File: config.mk
export PLATFORM = sky130hd
export DESIGN_NAME = brcond_eval
export DESIGN_NICKNAME = d
export VERILOG_FILES = /design/src/rtl/brcond_eval.sv
export SDC_FILE = /design/constraint.sdc
export NUM_CORES = 1
export LEC_CHECK = 0
export BUFFER_PORTS_ARGS = -buffer_cell sky130_fd_sc_hd__buf_2
export CAP_MARGIN = 10
export CORE_AREA = 5 5 42 44
export DETAILED_ROUTE_END_ITERATION = 6
export DIE_AREA = 0 0 47 49
export MAX_ROUTING_LAYER = met4
export PLACE_DENSITY_LB_ADDON = 0.15
export SLEW_MARGIN = 20
export SYNTH_ARGS = -nofsm -noshare
export SYNTH_HDL_FRONTEND = slang
export SYNTH_SLANG_ARGS = --single-unit
File: constraint.sdc
create_clock -name clk -period 1.1 [get_ports clk]
set_clock_uncertainty 0.15 [all_clocks]
set_input_delay 0 -clock clk [delete_from_list [all_inputs] [get_ports clk]]
set_output_delay 0 -clock clk [all_outputs]
set_load 0.01 [all_outputs]
File: src/rtl/brcond_eval.sv
module brcond_eval #(
  parameter int CW = 4
) (
  input  logic          clk,
  input  logic          rst_n,
  input  logic          flag_n_i,
  input  logic          flag_z_i,
  input  logic          flag_v_i,
  input  logic          flag_c_i,
  input  logic [CW-1:0] cond_i,
  input  logic          valid_i,
  output logic          take_o,
  output logic          take_q
);
  logic lt_s, hi_u, gt_s;

  assign lt_s = flag_n_i ^ flag_v_i;
  assign hi_u = flag_c_i & ~flag_z_i;
  assign gt_s = ~flag_z_i & ~lt_s;

  always_comb begin
    case (cond_i)
      CW'(0):  take_o = flag_z_i;
      CW'(1):  take_o = ~flag_z_i;
      CW'(2):  take_o = flag_c_i;
      CW'(3):  take_o = ~flag_c_i;
      CW'(4):  take_o = hi_u;
      CW'(5):  take_o = ~hi_u;
      CW'(6):  take_o = ~lt_s;
      CW'(7):  take_o = lt_s;
      CW'(8):  take_o = gt_s;
      CW'(9):  take_o = ~gt_s;
      CW'(10): take_o = 1'b1;
      default: take_o = 1'b0;
    endcase
  end

  always_ff @(posedge clk or negedge rst_n) begin
    if (!rst_n)       take_q <= 1'b0;
    else if (valid_i) take_q <= take_o;
  end
endmodule


==> impl_metrics.ini, run 1 <==
[status]
status = finished with violations
violations = setup timing

[synthesis]
ys.flop_type = dfrtp_1
syn_inst = 25
syn_nets = 36
yosysMostFrequentCell = nor2_1
synth_enable_flop_cells = 0
synthArstFlopShare = 1.000
ys_seq_area_frac = 0.1351
syn_area_um2 = 185.2
ys_warn_count = 0
synth_seq_cells = 1
synth_area_leader_cell = dfrtp_1
synth.area.top_cells = dfrtp_1 14%, mux2i_1 11%, a31oi_1 10%
yosys-top-cells-count = 4 x nor2_1, 3 x a31oi_1
postSynthAreaPerCell_um2 = 7.407
synth_cell_types = 16
synth_top_cell_area_share = 0.1351

[flow_run]
max_cap_violations = 0

[worst_setup_path]
crit_type = primary input to flip-flop
crit_path_start_kind = primary input
path_max_fanout = 3
critPathCaptureType = flip-flop
worst_ep_required_time_ps = 810
worstPathArrival_ps = 870

[drt]
drt_iter0_markers = 2
wire_per_inst_um = 9.927
firstDrtPassIters = 2
ant_nets = 0
wl_um = 546
vias = 230
avgViaCountPerCell = 4.182
drc_errors = 0

[die]
dieArea_mm2 = 0.002303
die_y_um = 49
coreArea_mm2 = 0.001401
io_pins = 13
die_x_um = 47
rows = 14
start_util = 0.1321

[clocking]
clock_latency_ps = 0
clk_pin_slew_ps = 0
post_cts_buffers = 0

[grt]
grt_pass1_wl_um = 869
grt_pass1_vias = 226
global_route.usage.met1 = 0.06957
grt-ovfl-total = 0
top_usage_layer = met2
met3_usage = 0
gr-usage-all-layers = 0.04676
grt_max_degree = 8
met2_usage = 0.07466
antenna_found_initial = 0

[cells_and_area]
final_layout_size_suffix_gt1_frac = 0.4359
largest_register = take_q
fin_util = 0.2295
largest_reg_flops = 1
nets = 52
area_delta_synth_final_pct = 73.65
num_antenna_cells = 0
fillers = 169
reg.largest.list = take_q: 1 flops

[timing]
fin_hold_ws_ps = 67.38
drv_slew = 0
min_period_ps = 1153
tightestPinTransition_ps = 245.8
slew_headroom = 0.8356
finalSetupViolCount = 2
timing.final.crit_share = 1.048
clock.fmax_mhz = 867.4
rsz0062_at_grt = yes
finalHoldViolCount = 0
postLayoutSetupSlackWorst_ps = -52.90

[power]
powerDensity_mw_per_mm2 = 493.4
peakVddDrop_mv = 0.1326
p_leak_uw = 0.0001544

[placement]
port_buffers = 12
place_congestion = 0.7045

[min_path]
hold_class = primary input to flip-flop
==> layout make-up <==
class / instances / area (µm²) / share of cell area
timing repair buffer: 15 / 97.59 / 0.3035
multi-input combinational: 21 / 171.4 / 0.5331
sequential: 1 / 25.02 / 0.07782
tap: 16 / 20.02 / 0.06226
inverter: 2 / 7.507 / 0.02335
==> worst paths after layout <==
path	slack, ps	start	depth (start not counted)	to
max	-50	flag_n_i	6	take_q
max in group asynchronous	550	rst_n	2	take_q
min in group asynchronous	160	rst_n	2	take_q
min reg2reg	400	take_q	2	take_q
min	70	valid_i	2	take_q
max reg2reg	310	take_q	2	take_q
==> cell families (layout without fill, tap and decap cells) <==
group	count (synthesis)	count (layout)	share of synthesized area
compound gates	6	6	0.2433
xor+xnor	2	2	0.09461
buf+inv	3	17	0.1014
flops	1	1	0.1351
mux	2	2	0.1081
simple gates	11	11	0.3176
==> critical path, cell delays in order <==
cell and delay [ps]:
buf_6 90, xor2_2 170, a31oi_1 150, o32ai_1 110, a31oi_1 210, a31oi_1 120
==> layer usage <==
metal / routed length, µm / share of wire
met5: 0 / 0
met4: 0 / 0
met3: 51 / 0.093
met2: 229 / 0.42
met1: 264 / 0.48
==> layout by cell type, fill, tap and decap left out <==
cell           count
buf_2             10
buf_6              2
nor2_1             4
o2111ai_1          1
o32ai_1            1
dfrtp_1            1
nand3b_1           1
nor4b_4            1
or3_1              1
a31o_1             1
buf_4              2
a31oi_1            3
dlygate4sd3_1      1
xor2_1             1
or2b_1             1
nand2b_4           1
mux2i_1            2
inv_1              2
nand2_1            2
xor2_2             1
==> power breakdown <==
group	switching (µW)	leakage, µW	internal (µW)
registers	2.47	0.0000117	42.4
clock network	0	0	0
logic	54.6	0.000143	59.1
total	57.1	0.000154	102
==> per-stage QoR <==
stage	cells	setup slack, ps	setup TNS [ps]	power (µW)	instance area [µm²]
final	55	-52.90	-72.63	158.6	321.6
after CTS	55	-18.58	-18.58	153.5	306.5
after detailed placement	54	-97.30	-164.7	140.7	269.0
after global placement	54	-80.71	-128.4	139.9	269.0
after floorplan	25	66.32	0	95.49	185.2
after global routing	55	-114.3	-194.1	170.6	321.6
==> timing repair <==
action	CTS	global route
hold buffers	1	0
endpoints found under the hold margin	1	0
gates resized for setup	4	4
setup endpoints to repair	2	2
pin swaps	7	4
Note: power is estimated with default switching activity, not from simulation.
==> run 2: changes to the inputs <==
--- a/config.mk
+++ b/config.mk
@@ -10,8 +10,10 @@
 export CORE_AREA = 5 5 42 44
 export DETAILED_ROUTE_END_ITERATION = 6
 export DIE_AREA = 0 0 47 49
+export HOLD_SLACK_MARGIN = 0.06
 export MAX_ROUTING_LAYER = met4
-export PLACE_DENSITY_LB_ADDON = 0.15
+export PLACE_DENSITY = 0.46
+export RECOVER_POWER = 100
 export SLEW_MARGIN = 20
 export SYNTH_ARGS = -nofsm -noshare
 export SYNTH_HDL_FRONTEND = slang
==> run 2 against run 1 <==
  * Largest cell class unchanged
  * The flow still finishes with violations (setup timing)
  * Critical path type unchanged
  * Global-route usage is 0.50 points lower
  * Register-to-register slack about the same
  * Critical path depth unchanged
  * Cell area grew 5.8%
==> impl_metrics.ini, run 2 (synthesis results as in run 1) <==
[die]
rows = 14
io_pins = 13
die_x_um = 47
start_util = 0.1321
coreArea_mm2 = 0.001401
die_y_um = 49
dieArea_mm2 = 0.002303

[status]
status = finished with violations
violations = setup timing

[worst_setup_path]
crit_slowest_cell = a31o_1
path_max_fanout = 3
cpPeakStageDelay_ps = 240
crit_chain = buf_6, xor2_2, mux2i_1, nand3b_1, a31o_1, a31oi_1
critPathCaptureType = flip-flop
worstPathArrival_ps = 880
crit_type = primary input to flip-flop
crit_path_start_kind = primary input
worst_ep_required_time_ps = 870

[power]
p_leak_uw = 0.0001605
swShare = 0.3405
peakVddDrop_mv = 0.1617
power_uw = 162.2
p_sw_uw = 55.21
seqPwrFrac = 0.276
p_int_uw = 106.9
pwr-share-clk = 0
powerDensity_mw_per_mm2 = 476.5
pwr-share-comb = 0.724

[timing]
drv_slew = 0
clock.fmax_mhz = 896.4
rsz0062_at_grt = yes
timing.final.crit_share = 1.014
finalSetupViolCount = 1
fin_hold_ws_ps = 58.12
tightestPinTransition_ps = 218.8
slew_headroom = 0.8537
postLayoutSetupSlackWorst_ps = -15.58
finalHoldViolCount = 0
min_period_ps = 1116

[cells_and_area]
largest_reg_flops = 1
largest_register = take_q
mostFrequentLayoutCells = 7 x buf_2, 5 x buf_4, 4 x nor2_1
num_antenna_cells = 0
area_delta_synth_final_pct = 83.78
regArea_um2 = 25.02
multi_input_area_um2 = 167.7
final_layout_size_suffix_gt1_frac = 0.4634
nets = 54
final_cells = 57
final_cell_area_um2 = 340.3
layout_commonest_cell = buf_2
reg.largest.list = take_q: 1 flops
fillers = 165

[grt]
grt_pass1_vias = 195
grt-ovfl-total = 0
antenna_found_initial = 0
grt_max_degree = 7
grt_pass1_wl_um = 779
gr-usage-all-layers = 0.04179

[placement]
place_congestion = 0.6521
place_area_um2 = 284.0
port_buffers = 12
dp_cells = 56

[drt]
drc_errors = 0
avgViaCountPerCell = 4.228
wl_um = 533
ant_nets = 0
firstDrtPassIters = 1
wire_per_inst_um = 9.351
drt_iter0_markers = 0
vias = 241

[clocking]
clk_pin_slew_ps = 0
post_cts_buffers = 0
clock_latency_ps = 0

[min_path]
hold_class = primary input to flip-flop

[flow_run]
max_cap_violations = 0
==> run 2: cell types whose count changed in the layout (fill, tap and decap cells not counted), sizes merged <==
cell | before | now
buf | 14 | 15
clkbuf | 0 | 1
==> run 2: per-stage QoR <==
step | util | setup TNS (ps) | worst slack, ps
2_1_floorplan | - | 0 | 66.32
3_3_place_gp | 0.2027 | -81.65 | -51.52
3_5_place_dp | 0.2027 | -130.4 | -76.13
4_1_cts | 0.2250 | -23.01 | -23.01
5_1_grt | 0.2429 | -125.8 | -71.96
6_report | 0.2429 | -15.58 | -15.58
==> run 2: worst max-delay path, delay by kind of cell <==
family | cells | cell delay [ps]
simple gates | 1 | 90
xor+xnor | 1 | 170
buf+inv | 1 | 100
compound gates | 2 | 390
mux | 1 | 130
==> run 2: repair_timing <==
action,4_1_cts,5_1_grt
hold buffers,1,0
pin swaps,5,5
setup endpoints to repair,2,2
endpoints found under the hold margin,1,0
gates resized for setup,3,5
==> run 2: routing by layer <==
layer / vias to the layer above / global-route usage / routed length (µm) / share of wire
li1: 124 / - / - / -
met1: 105 / 0.05895 / 250 / 0.47
met2: 12 / 0.06109 / 206 / 0.39
met3: 0 / 0.01476 / 76 / 0.14
met4: 0 / 0 / 0 / 0
met5: - / - / 0 / 0
==> run 2: area by class of cell <==
type,count,area share
multi-input combinational,21,0.4926
timing repair buffer,17,0.3529
sequential,1,0.07353
tap,16,0.05882
inverter,2,0.02206
==> run 2: final timing paths <==
kind / depth (start not counted) / startpoint / slack, ps / to
hold reg to reg: 2 / take_q / 390 / take_q
max in group asynchronous: 2 / rst_n / 550 / take_q
hold / removal: 2 / valid_i / 60 / take_q
setup / recovery: 6 / flag_v_i / -20 / take_q
min in group asynchronous: 2 / rst_n / 160 / take_q
setup reg to reg: 2 / take_q / 320 / take_q
==> run 2: power groups by stage <==
| stage | Clock [µW] | Combinational, µW | Sequential [µW] |
|---|---|---|---|
| detailed placement | 0 | 101 | 44.6 |
| floorplan | 0 | 48.2 | 47.3 |
| global placement | 0 | 102 | 44.5 |
| finish | 0 | 117 | 44.7 |
| CTS | 0 | 112 | 44.6 |
| global route | 0 | 129 | 45.1 |
